$ cat src/rtl/cp0s_pkg.sv
package cp0s_pkg;
   typedef enum logic [2:0] {
      OP_NONE    = 3'd0,
      OP_INT_OFF = 3'd1,
      OP_INT_ON  = 3'd2,
      OP_EXC_RET = 3'd3,
      OP_DBG_RET = 3'd4
   } cp0s_op_e;

   localparam int unsigned ADDR_W = 8;

   // {register number, select}
   localparam logic [7:0] A_PAGEMASK = {5'd5,  3'd0};
   localparam logic [7:0] A_COMPARE  = {5'd11, 3'd0};
   localparam logic [7:0] A_MODE     = {5'd12, 3'd0};
   localparam logic [7:0] A_INTCTL   = {5'd12, 3'd1};
   localparam logic [7:0] A_SHADOW   = {5'd12, 3'd2};
   localparam logic [7:0] A_CAUSE    = {5'd13, 3'd0};
   localparam logic [7:0] A_EPC      = {5'd14, 3'd0};
   localparam logic [7:0] A_CONFIG   = {5'd16, 3'd0};
   localparam logic [7:0] A_DEBUG    = {5'd23, 3'd0};
   localparam logic [7:0] A_DEPC     = {5'd24, 3'd0};
   localparam logic [7:0] A_ERRPC    = {5'd30, 3'd0};

   localparam int unsigned MODE_IE     = 0;
   localparam int unsigned MODE_EXL    = 1;
   localparam int unsigned MODE_ERL    = 2;
   localparam int unsigned MODE_BOOT   = 22;
   localparam int unsigned CFG_REV_LO  = 10;
   localparam int unsigned REV_W       = 3;
   localparam int unsigned SH_CUR_LO   = 0;
   localparam int unsigned SH_PREV_LO  = 6;
   localparam int unsigned SH_HIGH_LO  = 26;
   localparam int unsigned SH_W        = 4;
   localparam int unsigned CAUSE_TMR   = 30;
   localparam int unsigned CAUSE_PEND  = 8;
   localparam int unsigned ICTL_LINE   = 29;
   localparam int unsigned LINE_W      = 3;
   localparam int unsigned DBG_MODE    = 30;
   localparam int unsigned DBG_EXCINH  = 20;
   localparam int unsigned PM_GRAIN_LO = 11;
   localparam int unsigned MIN_XLEN    = 32;
endpackage

$ cat src/rtl/cp0s_mode_regs.sv
module cp0s_mode_regs
   import cp0s_pkg::*;
#(
   parameter int unsigned XLEN      = 32,
   parameter int unsigned RESET_REV = 1
) (
   input  logic              clk,
   input  logic              rst_n,
   input  logic              op_valid,
   input  logic [2:0]        op_code,
   input  logic              wr_en,
   input  logic [7:0]        wr_addr,
   input  logic [XLEN-1:0]   wr_data,
   output logic [XLEN-1:0]   mode_q,
   output logic [XLEN-1:0]   cfg_q,
   output logic [XLEN-1:0]   rt_data,
   output logic              rt_we,
   output logic              ri_fault
);
   localparam logic [XLEN-1:0] MODE_RST =
      (XLEN'(1) << MODE_ERL) | (XLEN'(1) << MODE_BOOT);
   localparam logic [XLEN-1:0] CFG_RST = XLEN'(RESET_REV) << CFG_REV_LO;

   cp0s_op_e        op;
   logic            ie_op, legal;
   logic [XLEN-1:0] mode_d, cfg_d;

   assign op    = cp0s_op_e'(op_code);
   assign ie_op = op_valid && (op == OP_INT_OFF || op == OP_INT_ON);
   assign legal = (cfg_q[CFG_REV_LO +: REV_W] != '0);

   always_comb begin
      mode_d = mode_q;
      cfg_d  = cfg_q;
      if (wr_en && wr_addr == A_MODE)   mode_d = wr_data;
      if (wr_en && wr_addr == A_CONFIG)
         cfg_d[CFG_REV_LO +: REV_W] = wr_data[CFG_REV_LO +: REV_W];
      if (ie_op && legal) mode_d[MODE_IE] = (op == OP_INT_ON);
      if (op_valid && op == OP_EXC_RET) begin
         if (mode_q[MODE_ERL]) mode_d[MODE_ERL] = 1'b0;
         else                  mode_d[MODE_EXL] = 1'b0;
      end
   end

   always_ff @(posedge clk) begin
      if (!rst_n) begin
         mode_q   <= MODE_RST;
         cfg_q    <= CFG_RST;
         rt_data  <= '0;
         rt_we    <= 1'b0;
         ri_fault <= 1'b0;
      end else begin
         mode_q   <= mode_d;
         cfg_q    <= cfg_d;
         rt_data  <= (ie_op && legal) ? mode_q : '0;
         rt_we    <= ie_op && legal;
         ri_fault <= ie_op && !legal;
      end
   end


   int_off_clears_chk: assert property (@(posedge clk) disable iff (!rst_n)
      op_valid && op == OP_INT_OFF && legal |=> !mode_q[MODE_IE]);

   illegal_keeps_mode_chk: assert property (@(posedge clk) disable iff (!rst_n)
      ie_op && !legal && !wr_en |=> $stable(mode_q) && ri_fault && !rt_we);

   err_level_drop_chk: assert property (@(posedge clk) disable iff (!rst_n)
      op_valid && op == OP_EXC_RET && mode_q[MODE_ERL] |=> !mode_q[MODE_ERL]);
endmodule

$ cat src/rtl/cp0s_cause_regs.sv
module cp0s_cause_regs
   import cp0s_pkg::*;
#(
   parameter int unsigned XLEN = 32
) (
   input  logic              clk,
   input  logic              rst_n,
   input  logic              wr_en,
   input  logic [7:0]        wr_addr,
   input  logic [XLEN-1:0]   wr_data,
   output logic [XLEN-1:0]   cause_q,
   output logic [XLEN-1:0]   ictl_q
);
   logic [XLEN-1:0] cause_d, ictl_d;
   logic            cmp_wr;
   logic [LINE_W-1:0] line;

   assign cmp_wr = wr_en && wr_addr == A_COMPARE;
   assign line   = ictl_q[ICTL_LINE +: LINE_W];

   always_comb begin
      cause_d = cause_q;
      ictl_d  = ictl_q;
      if (wr_en && wr_addr == A_CAUSE)  cause_d = wr_data;
      if (wr_en && wr_addr == A_INTCTL) ictl_d  = wr_data;
      if (cmp_wr && cause_q[CAUSE_TMR]) begin
         cause_d[CAUSE_TMR] = 1'b0;
         cause_d[CAUSE_PEND + 32'(line)] = 1'b0;
      end
   end

   always_ff @(posedge clk) begin
      if (!rst_n) begin
         cause_q <= '0;
         ictl_q  <= '0;
      end else begin
         cause_q <= cause_d;
         ictl_q  <= ictl_d;
      end
   end


   timer_ack_chk: assert property (@(posedge clk) disable iff (!rst_n)
      cmp_wr && cause_q[CAUSE_TMR] |=> !cause_q[CAUSE_TMR]);

   no_ack_keeps_chk: assert property (@(posedge clk) disable iff (!rst_n)
      cmp_wr && !cause_q[CAUSE_TMR] |=> $stable(cause_q));
endmodule

$ cat src/rtl/cp0s_return_path.sv
module cp0s_return_path
   import cp0s_pkg::*;
#(
   parameter int unsigned XLEN       = 32,
   parameter int unsigned INST_BYTES = 4
) (
   input  logic              clk,
   input  logic              rst_n,
   input  logic              op_valid,
   input  logic [2:0]        op_code,
   input  logic              wr_en,
   input  logic [7:0]        wr_addr,
   input  logic [XLEN-1:0]   wr_data,
   input  logic [XLEN-1:0]   mode_q,
   input  logic [REV_W-1:0]  rev,
   output logic [XLEN-1:0]   epc_q,
   output logic [XLEN-1:0]   errpc_q,
   output logic [XLEN-1:0]   depc_q,
   output logic [XLEN-1:0]   dbg_q,
   output logic [XLEN-1:0]   shadow_q,
   output logic              redirect_valid,
   output logic [XLEN-1:0]   redirect_pc,
   output logic [XLEN-1:0]   redirect_next_pc,
   output logic              ll_clear
);
   localparam int unsigned NUM_PC = 3;

   cp0s_op_e        op;
   logic            exc, dret, swap;
   logic [XLEN-1:0] dbg_d, shadow_d, target;
   logic [NUM_PC-1:0][XLEN-1:0] pc_w;

   assign op   = cp0s_op_e'(op_code);
   assign exc  = op_valid && op == OP_EXC_RET;
   assign dret = op_valid && op == OP_DBG_RET && dbg_q[DBG_MODE];
   assign swap = exc && !mode_q[MODE_ERL] && rev != '0 &&
                 shadow_q[SH_HIGH_LO +: SH_W] != '0 && !mode_q[MODE_BOOT];

   for (genvar g = 0; g < NUM_PC; g++) begin : g_pc
      localparam logic [7:0] MY_ADDR = (g == 0) ? A_EPC : (g == 1) ? A_ERRPC : A_DEPC;
      logic [XLEN-1:0] val;
      always_ff @(posedge clk) begin
         if (!rst_n)                          val <= '0;
         else if (wr_en && wr_addr == MY_ADDR) val <= wr_data;
      end
      assign pc_w[g] = val;
   end
   assign epc_q   = pc_w[0];
   assign errpc_q = pc_w[1];
   assign depc_q  = pc_w[2];

   always_comb begin
      dbg_d    = dbg_q;
      shadow_d = shadow_q;
      if (wr_en && wr_addr == A_DEBUG)  dbg_d    = wr_data;
      if (wr_en && wr_addr == A_SHADOW) shadow_d = wr_data;
      if (dret) begin
         dbg_d[DBG_MODE]   = 1'b1;
         dbg_d[DBG_EXCINH] = 1'b0;
      end
      if (swap) shadow_d[SH_CUR_LO +: SH_W] = shadow_q[SH_PREV_LO +: SH_W];
      if (exc) target = mode_q[MODE_ERL] ? errpc_q : epc_q;
      else     target = depc_q;
   end

   always_ff @(posedge clk) begin
      if (!rst_n) begin
         dbg_q            <= '0;
         shadow_q         <= '0;
         redirect_valid   <= 1'b0;
         redirect_pc      <= '0;
         redirect_next_pc <= '0;
         ll_clear         <= 1'b0;
      end else begin
         dbg_q            <= dbg_d;
         shadow_q         <= shadow_d;
         redirect_valid   <= exc || dret;
         redirect_pc      <= target;
         redirect_next_pc <= target + XLEN'(INST_BYTES);
         ll_clear         <= exc;
      end
   end


   link_clear_on_return_chk: assert property (@(posedge clk) disable iff (!rst_n)
      ll_clear |-> redirect_valid);

   debug_exit_chk: assert property (@(posedge clk) disable iff (!rst_n)
      op_valid && op == OP_DBG_RET && dbg_q[DBG_MODE]
      |=> dbg_q[DBG_MODE] && !dbg_q[DBG_EXCINH] && redirect_valid);

   debug_idle_chk: assert property (@(posedge clk) disable iff (!rst_n)
      op_valid && op == OP_DBG_RET && !dbg_q[DBG_MODE] && !wr_en |=> !redirect_valid && $stable(dbg_q));
endmodule

$ cat src/rtl/cp0s_ctrl.sv
module cp0s_ctrl
   import cp0s_pkg::*;
#(
   parameter int unsigned XLEN        = 32,
   parameter int unsigned INST_BYTES  = 4,
   parameter int unsigned RESET_REV   = 1,
   parameter bit          SMALL_PAGES = 1'b1
) (
   input  logic            clk,
   input  logic            rst_n,
   input  logic            op_valid,
   input  logic [2:0]      op_code,
   input  logic            wr_en,
   input  logic [7:0]      wr_addr,
   input  logic [XLEN-1:0] wr_data,
   input  logic [7:0]      rd_addr,
   input  logic [XLEN-1:0] rd_ext_data,
   input  logic            small_page_cap,
   input  logic            small_page_en,
   output logic [XLEN-1:0] rd_data,
   output logic [XLEN-1:0] rt_data,
   output logic            rt_we,
   output logic            ri_fault,
   output logic            redirect_valid,
   output logic [XLEN-1:0] redirect_pc,
   output logic [XLEN-1:0] redirect_next_pc,
   output logic            ll_clear
);
   if (XLEN < MIN_XLEN) begin : g_bad_xlen
      $error("XLEN must be at least 32");
   end
   if (INST_BYTES == 0 || (INST_BYTES & (INST_BYTES - 1)) != 0) begin : g_bad_inst
      $error("INST_BYTES must be a power of two");
   end
   if (RESET_REV >= (1 << REV_W)) begin : g_bad_rev
      $error("RESET_REV does not fit the revision field");
   end

   logic [XLEN-1:0] mode_q, cfg_q, cause_q, ictl_q;
   logic [XLEN-1:0] epc_q, errpc_q, depc_q, dbg_q, shadow_q;
   logic [XLEN-1:0] pm_view;
   logic            keep_fine;

   cp0s_mode_regs #(.XLEN(XLEN), .RESET_REV(RESET_REV)) u_mode (
      .clk, .rst_n, .op_valid, .op_code, .wr_en, .wr_addr, .wr_data,
      .mode_q, .cfg_q, .rt_data, .rt_we, .ri_fault);

   cp0s_return_path #(.XLEN(XLEN), .INST_BYTES(INST_BYTES)) u_ret (
      .clk, .rst_n, .op_valid, .op_code, .wr_en, .wr_addr, .wr_data,
      .mode_q, .rev(cfg_q[CFG_REV_LO +: REV_W]),
      .epc_q, .errpc_q, .depc_q, .dbg_q, .shadow_q,
      .redirect_valid, .redirect_pc, .redirect_next_pc, .ll_clear);

   cp0s_cause_regs #(.XLEN(XLEN)) u_cause (
      .clk, .rst_n, .wr_en, .wr_addr, .wr_data, .cause_q, .ictl_q);

   if (SMALL_PAGES) begin : g_fine_pages
      assign keep_fine = small_page_cap && small_page_en;
   end else begin : g_coarse_pages
      assign keep_fine = 1'b0;
   end

   always_comb begin
      pm_view = rd_ext_data;
      if (!keep_fine) pm_view[PM_GRAIN_LO +: 2] = 2'b00;
      case (rd_addr)
         A_MODE:     rd_data = mode_q;
         A_CONFIG:   rd_data = cfg_q;
         A_INTCTL:   rd_data = ictl_q;
         A_SHADOW:   rd_data = shadow_q;
         A_CAUSE:    rd_data = cause_q;
         A_EPC:      rd_data = epc_q;
         A_ERRPC:    rd_data = errpc_q;
         A_DEPC:     rd_data = depc_q;
         A_DEBUG:    rd_data = dbg_q;
         A_PAGEMASK: rd_data = pm_view;
         default:    rd_data = rd_ext_data;
      endcase
   end


   redirect_target_chk: assert property (@(posedge clk) disable iff (!rst_n)
      redirect_valid |-> redirect_next_pc == redirect_pc + XLEN'(INST_BYTES));

   fault_no_write_chk: assert property (@(posedge clk) disable iff (!rst_n)
      !(ri_fault && rt_we));
endmodule

$ cat config.mk
export PLATFORM = sky130hd
export DESIGN_NAME = cp0s_ctrl
export DESIGN_NICKNAME = d
export VERILOG_FILES = /design/src/rtl/cp0s_pkg.sv /design/src/rtl/cp0s_mode_regs.sv /design/src/rtl/cp0s_cause_regs.sv /design/src/rtl/cp0s_return_path.sv /design/src/rtl/cp0s_ctrl.sv
export SDC_FILE = /design/constraint.sdc
export NUM_CORES = 1
export LEC_CHECK = 0
export ABC_CLOCK_PERIOD_IN_PS = 3050
export BUFFER_PORTS_ARGS = -buffer_cell sky130_fd_sc_hd__buf_2
export CAP_MARGIN = 20
export CORE_MARGIN = 5
export CORE_UTILIZATION = 42
export DETAILED_ROUTE_END_ITERATION = 7
export MAX_ROUTING_LAYER = met4
export SETUP_SLACK_MARGIN = 0.2
export SLEW_MARGIN = 20
export SYNTH_ARGS = -nofsm -noshare
export SYNTH_HDL_FRONTEND = slang
export SYNTH_SLANG_ARGS = --single-unit
$ cat constraint.sdc
create_clock -name clk -period 3.05 [get_ports clk]
set_clock_uncertainty 0.05 [all_clocks]
set_input_delay 0.305 -clock clk [delete_from_list [all_inputs] [get_ports clk]]
set_output_delay 0.305 -clock clk [all_outputs]
set_load 0.02 [all_outputs]
# Word level (Yosys, flattened, before mapping)

Index checks and enable logic that the tools add are counted.

Input port bits: 89
Register bits: 359

Equal/unequal tests: 24
Bitwise operators: 3
Order comparisons: 2
Add/sub/neg operators: 2
Mux-type cells: 17
Reductions and logical operators: 36

Operator list:

| cell                    | count |
|---|---|
| $pmux W32 S10           | 1 |
| $mux W32                | 4 |
| $eq A8 B7 Y1 const B    | 11 |
| $eq A8 B8 Y1 const B    | 8 |
| $add A32 B3 Y32 const B | 1 |
| $and A32 B32 Y32        | 1 |
| $ge A32 B1 Y1 const B   | 1 |
| $lt A32 B6 Y1 const B   | 1 |
| $not A32 Y32            | 1 |
| $mux W31                | 1 |
| $logic_and A1 B1 Y1     | 23 |
| $eq A8 B6 Y1 const B    | 1 |
| $mux W4                 | 2 |
| $reduce_bool A2 Y1      | 4 |
| $eq A3 B2 Y1 const B    | 2 |
| $add A4 B3 Y5 const A   | 1 |
| $demux W1 S5            | 1 |
| $mux W1                 | 5 |
| $mux W2                 | 2 |
| $reduce_bool A4 Y1      | 1 |
| $eq A3 B1 Y1 const B    | 1 |
| $eq A3 B3 Y1 const B    | 1 |
| $logic_not A1 Y1        | 3 |
| $mux W3                 | 1 |
| other kinds (5)         | 6 |

# Depth between registers and ports, before layout

Depth in word-level cells: 8
Depth in mapped cells: 13
Gate-level depth less buffers: 9

# Modules after synthesis

A second synthesis with hierarchy kept.

Cells, all modules: 1963
Area, all modules: 16413.2 um2

Modules (own cells, without submodules):

| module           | times used | cells each | area an instance (um2) |
|---|---|---|---|
| cp0s_return_path | 1          | 1069       | 8667.1 |
| cp0s_mode_regs   | 1          | 267        | 2700.1 |
| cp0s_ctrl        | 1          | 375        | 2620.0 |
| cp0s_cause_regs  | 1          | 252        | 2426.1 |

# Worst setup path after synthesis

OpenSTA, ideal clock, no wires.

Path type: in2reg
Start point: input port op_code[2]
End point: register u_ret.redirect_next_pc[24]
Required time: 2885 ps
Path slack: 306 ps
Cell stages on the path: 11
Path buffers: 3
Arrival: 2579 ps
Setup time: 115 ps
Cell sequence: nand4b_4 -> buf_2 -> buf_1 -> buf_1 -> a21oi_1 -> inv_1 -> ha_1 -> nand3_1 -> nor4b_4 -> a21oi_1 -> o21a_1

Cells in the longest elaborated chain, start to end: 4

RTL lines:

| element                   | RTL line               | RTL |
|---|---|---|
| from (decl)               | cp0s_ctrl.sv:12        | `input logic [2:0] op_code,` |
| $eq A3 B2 Y1              | cp0s_return_path.sv:34 | `assign exc = op_valid && op == OP_EXC_RET;` |
| $logic_and A1 B1 Y1       | cp0s_return_path.sv:34 |  |
| $mux W32                  | cp0s_return_path.sv:62 | `if (exc) target = mode_q[MODE_ERL] ? errpc_q : epc_q;` |
| named net u_ret.target[2] | cp0s_return_path.sv:30 | `logic [XLEN-1:0] dbg_d, shadow_d, target;` |
| $add A32 B3 Y32           | cp0s_return_path.sv:79 | `redirect_next_pc <= target + XLEN'(INST_BYTES);` |
| to (signal assigned)      | cp0s_return_path.sv:79 |  |
| to (decl)                 | cp0s_return_path.sv:23 | `output logic [XLEN-1:0] redirect_next_pc,` |

The timed path passes the listed nets, and every way through them passes these cells.
A chain may end at the register's enable or synchronous reset.

# Worst setup path after layout

Start point: register u_mode.mode_q[2]
End point: output port rd_data[2]

Cells in the longest elaborated chain, start to end: 1

RTL lines:

| element                | RTL line             | RTL |
|---|---|---|
| from (decl)            | cp0s_mode_regs.sv:14 | `output logic [XLEN-1:0] mode_q,` |
| from (signal assigned) | cp0s_mode_regs.sv:53 | `mode_q <= mode_d;` |
| $pmux W32 S10          | cp0s_ctrl.sv:66      | `case (rd_addr)` |
| to (decl)              | cp0s_ctrl.sv:20      | `output logic [XLEN-1:0] rd_data,` |

Every way passes these cells.

==> results by stage <==
STA:
- The relative max-transition margin is 0.4399.
- Setup repair after global routing left no endpoint under its margin.
- Of the available clock period, the critical path in the final layout requires 0.8925.
- The achievable frequency is 367.3 MHz.
- At the pin with the least slew margin, the transition time is 0.8395 ns.
- The count of endpoints failing hold in the final timing report is 0.
- The final setup violation count is 0.
- The final count of pins violating max slew is 0.
- The final critical delay including setup and external delays is 2.722 ns.
- The worst setup margin is 0.3278 ns.
- In the final timing run, aggregate negative setup slack is 0 ns.

Power and ir drop:
- The switching share of power is 0.2259.
- The static leakage is 6.945 nW.
- VDD sags by at most 394.5 uV.
- The analysis attributes to net switching a power of 2.309 mW.
- The total power density per cell area is 554.5 nW/um^2.
- The sequential fraction of design power is 0.458.
- The internal cell power is 7.911 mW.
- The share of total power dissipated in combinational logic is 0.049.
- The overall power after layout is 10.22 mW.
- The clock power share is 0.493.

Worst hold path:
- The class of the tightest hold or removal check is in -> reg.

Clock network:
- The tree is rooted in a sky130_fd_sc_hd__clkbuf_16.
- In this run, CTS created clock tree buffers numbering 39.
- The H-tree level count is 2.
- The post-CTS clock slew at the launch and capture registers of the worst setup and hold paths is 0.06 ns.
- The TritonCTS clock tree is done.
- The number of buffers on the longest clock path is 3.
- The clock net in this run drives a total of 357 sinks.
- The insertion delay to the later sink of the worst-skew pair is 0.54 ns.

Synth:
- The share of synthesized registers carrying an async set or reset is 0.
- The average instance area after synthesis is 7.750 sq um.
- The register bit total from synthesis is 357.
- In the synthesized netlist the dominant register cell turns out to be sky130_fd_sc_hd__dfxtp_1.
- The share of the Yosys chip area taken by registers is 0.4554.
- The post-synth net total is 2,115.
- The synthesized design contains 0 enable-type register cells.
- The number of cells produced by synthesis is 2,025.
- The summed instance area of the synthesized netlist is 15,690 sq um.
- The number of warnings reported in the yosys synthesis log is 0.
- Yosys mapped the design onto 66 distinct sky130hd cell types.

Job:
- The number of max-cap violations is 0.

GRT:
- Across every metal layer, demand over resource in global routing totals 0.2584.
- The remaining global-route overflow is 0.
- The first-pass GRT wire length is 82.66 mm.
- The pin count of the biggest net entering global routing is 117.
- The number of global-route vias before repair is 13,780.
- The number of antenna violations at the first check in global routing came to 5.

Setup path:
- STA classifies the critical path endpoint as a primary output.
- Among cell families on the critical path, the largest total delay comes from compound AO/OA/AOI/OAI gates.
- In this design, the stage delay of the slowest critical-path cell is 0.44 ns.
- The number of buffers and inverters on the critical path is 2.
- In this run the worst path has a maximum fanout of 47.
- At the worst endpoint, the required time is 2.69 ns.
- Data on the critical path arrives at its endpoint at 2.37 ns.
- The kind of critical path is reg -> out.
- The critical path goes through buf_12 > mux2i_1 > nor2_1 > a221oi_1 > nor2_1 > a21oi_1 > nand4_1 > buf_2.
- The cell type of the slowest stage on the worst timing path is sky130_fd_sc_hd__dfxtp_2.
- The category of the worst setup path launch point is a flop.
- The most numerous cell type found on the critical path is sky130_fd_sc_hd__nor2_1.

Final layout:
- The fraction of final layout cells sized beyond drive strength 1 is 0.1648.
- The most common cell after layout, fill and taps aside is sky130_fd_sc_hd__nand2_1.
- The area of all placed cells without fillers is 18,430 sq um.
- After the last flow step, the layout net total stands at 2,240.
- The layout-stage area growth over the synthesis result is 17.44%.
- The filler cells instantiated in the layout total 3,634.
- The top cell types in the final layout, fill and taps aside, are sky130_fd_sc_hd__nand2_1, sky130_fd_sc_hd__dfxtp_1, sky130_fd_sc_hd__a21oi_1.

Place:
- At the end of routability-driven placement, the weighted congestion stood at 0.9275.
- The placement-stage cell area is 17,030 sq um.
- The port buffer count is 220.
- Detailed placement finished with a half-perimeter wire length of 37.84 mm.
- The post-placement setup slack is 0.2289 ns.

Die:
- The top-level I/O count is 221.
- The die covers 41,330 sq um.
- The core area is 36,790 sq um.
- The count of standard-cell rows is 70.
- The width of the die is 203.3 um.
- The die is 203.3 um tall.
- The initial utilization of the core area, before any placement, comes to 0.4266.

Run status:
- The flow ran to the end, and the final reports show no timing, DRC or antenna violations.

Routing:
- The total number of vias is 14,740.
- The average vias per placed instance is 5.557.
- After detailed routing, the average wire length per cell comes to 20.41 um.
- The first TritonRoute pass finished after 6 iterations.
- The routed design has 54.14 mm of wire.
- For this block, the initial DRC count from the detailed router was 1,470.
- The DRC violation count after routing is 0.
- The remaining number of nets flagged by the antenna check after routing is 0.
[final cells by class]
cell class / instances / area (sq um) / share of cell area
tap: 468 / 585.6 / 0.03177
sequential: 357 / 7148 / 0.3878
antenna: 5 / 12.51 / 0.0006788
clock buffer: 55 / 1169 / 0.06340
timing repair buffer: 263 / 1536 / 0.08336
inverter: 8 / 37.54 / 0.002037
multi-input combinational: 1481 / 7739 / 0.4199
clock inverter: 15 / 203.9 / 0.01107
[per-layer routing]
metal | wire length, um | share of wire | track usage | up-vias
li1 | - | - | - | 7131
met1 | 24610 | 0.45 | 0.3701 | 6910
met2 | 23440 | 0.43 | 0.3810 | 616
met3 | 4795 | 0.089 | 0.04500 | 81
met4 | 1296 | 0.024 | 0.06384 | 0
met5 | 0 | 0 | - | -
[registers in the layout, indices dropped and copies added, names as in the netlist]
register	cells
u_ret.redirect_valid	1
u_mode.mode_q	32
u_cause.cause_q	32
u_ret.redirect_next_pc	32
u_mode.cfg_q	3
u_mode.rt_data	32
u_ret.shadow_q	32
u_ret.dbg_q	32
u_ret.errpc_q	32
u_cause.ictl_q	32
u_ret.epc_q	32
u_ret.depc_q	32
u_mode.rt_we	1
u_ret.redirect_pc	30
u_mode.ri_fault	1
u_ret.ll_clear	1
[cells in the mapped netlist (2+ instances only)]
library cell / instances / area share
sky130_fd_sc_hd__a211oi_1: 8 / 0.0038
sky130_fd_sc_hd__a21o_1: 8 / 0.0038
sky130_fd_sc_hd__a21oi_1: 309 / 0.099
sky130_fd_sc_hd__a221oi_1: 33 / 0.018
sky130_fd_sc_hd__a222oi_1: 7 / 0.0045
sky130_fd_sc_hd__a22oi_1: 28 / 0.013
sky130_fd_sc_hd__a311oi_1: 9 / 0.0050
sky130_fd_sc_hd__a31o_2: 2 / 0.0011
sky130_fd_sc_hd__a31oi_1: 5 / 0.0020
sky130_fd_sc_hd__and2_1: 37 / 0.015
sky130_fd_sc_hd__and3_1: 5 / 0.0020
sky130_fd_sc_hd__and4b_1: 3 / 0.0019
sky130_fd_sc_hd__buf_1: 9 / 0.0022
sky130_fd_sc_hd__buf_2: 28 / 0.0089
sky130_fd_sc_hd__buf_4: 25 / 0.012
sky130_fd_sc_hd__clkbuf_1: 116 / 0.028
sky130_fd_sc_hd__dfxtp_1: 357 / 0.46
sky130_fd_sc_hd__inv_1: 7 / 0.0017
sky130_fd_sc_hd__mux2i_1: 80 / 0.051
sky130_fd_sc_hd__nand2_1: 575 / 0.14
sky130_fd_sc_hd__nand2b_1: 3 / 0.0012
sky130_fd_sc_hd__nand3_1: 36 / 0.011
sky130_fd_sc_hd__nand3b_1: 14 / 0.0067
sky130_fd_sc_hd__nand4_1: 29 / 0.012
sky130_fd_sc_hd__nand4b_1: 4 / 0.0022
sky130_fd_sc_hd__nor2_1: 175 / 0.042
sky130_fd_sc_hd__nor2_2: 2 / 0.00080
sky130_fd_sc_hd__nor3_1: 23 / 0.0073
sky130_fd_sc_hd__nor4_1: 10 / 0.0040
sky130_fd_sc_hd__nor4_2: 2 / 0.0016
sky130_fd_sc_hd__nor4b_1: 2 / 0.0011
sky130_fd_sc_hd__nor4b_4: 2 / 0.0030
sky130_fd_sc_hd__o21a_1: 2 / 0.00096
sky130_fd_sc_hd__o21ai_0: 6 / 0.0019
sky130_fd_sc_hd__o22ai_1: 6 / 0.0024
sky130_fd_sc_hd__o311a_1: 3 / 0.0019
sky130_fd_sc_hd__or2_2: 2 / 0.00080
sky130_fd_sc_hd__or3_1: 6 / 0.0024
sky130_fd_sc_hd__xnor2_1: 2 / 0.0011
sky130_fd_sc_hd__xor2_1: 19 / 0.011
[power groups by stage]
stage                     clock network [mW]  registers, mW  logic, mW
final                                   5.04           4.68      0.499
after global routing                    5.33           4.68      0.528
after CTS                               5.10           4.68      0.495
after detailed placement                   0           4.78      0.494
after global placement                     0           4.78      0.487
after floorplan                            0           4.79      0.299
[repair_timing]
action | 4_1_cts | 5_1_grt
endpoints found under the hold margin | 0 | 0
setup endpoints to repair | 0 | 12
gates resized for setup | 0 | 2
buffers inserted | 0 | 1
hold buffers | 0 | 0
[stage by stage]
step,hold WS [ns],cells,util
finish,0.03414,2652,0.5011
CTS,0.01808,2646,0.5003
global route,0.02901,2652,0.5011
floorplan,0.3815,2025,-
global placement,0.3873,2576,0.4630
detailed placement,0.3947,2576,0.4630
[worst paths after layout]
kind	start	endpoint	slack (ns)	cells after the start
max	u_mode.mode_q[2]$_SDFF_PN1_	rd_data[2]	0.33	8
min	op_code[1]	u_mode.mode_q[0]$_SDFFE_PN0P_	0.03	3
max reg2reg	u_mode.mode_q[2]$_SDFF_PN1_	u_ret.redirect_next_pc[30]$_SDFF_PN0_	0.44	8
min reg2reg	u_ret.shadow_q[23]$_SDFFE_PN0P_	u_ret.shadow_q[23]$_SDFFE_PN0P_	0.40	2
[cell families (layout without fill, tap and decap cells)]
logic type      Yosys count  after routing  synth area share
other cells               0              5                 0
mux                      80             80           0.05102
simple gates            939            939            0.2601
fa+ha+maj                 1              1         0.0007971
flops                   357            357            0.4554
buf+inv                 187            341           0.05342
compound gates          440            440            0.1676
xor+xnor                 21             21           0.01172
[worst reg2reg max path: stages (launching register included)]
cell                      delay [ns]
sky130_fd_sc_hd__dfxtp_2        0.57
sky130_fd_sc_hd__buf_12         0.32
sky130_fd_sc_hd__mux2i_1        0.40
sky130_fd_sc_hd__nor3_1         0.14
sky130_fd_sc_hd__a21oi_4        0.41
sky130_fd_sc_hd__nor4b_4        0.10
sky130_fd_sc_hd__buf_4          0.18
sky130_fd_sc_hd__a31o_2         0.23
sky130_fd_sc_hd__a21oi_1        0.14
Note: power is estimated with default switching activity, not from simulation.
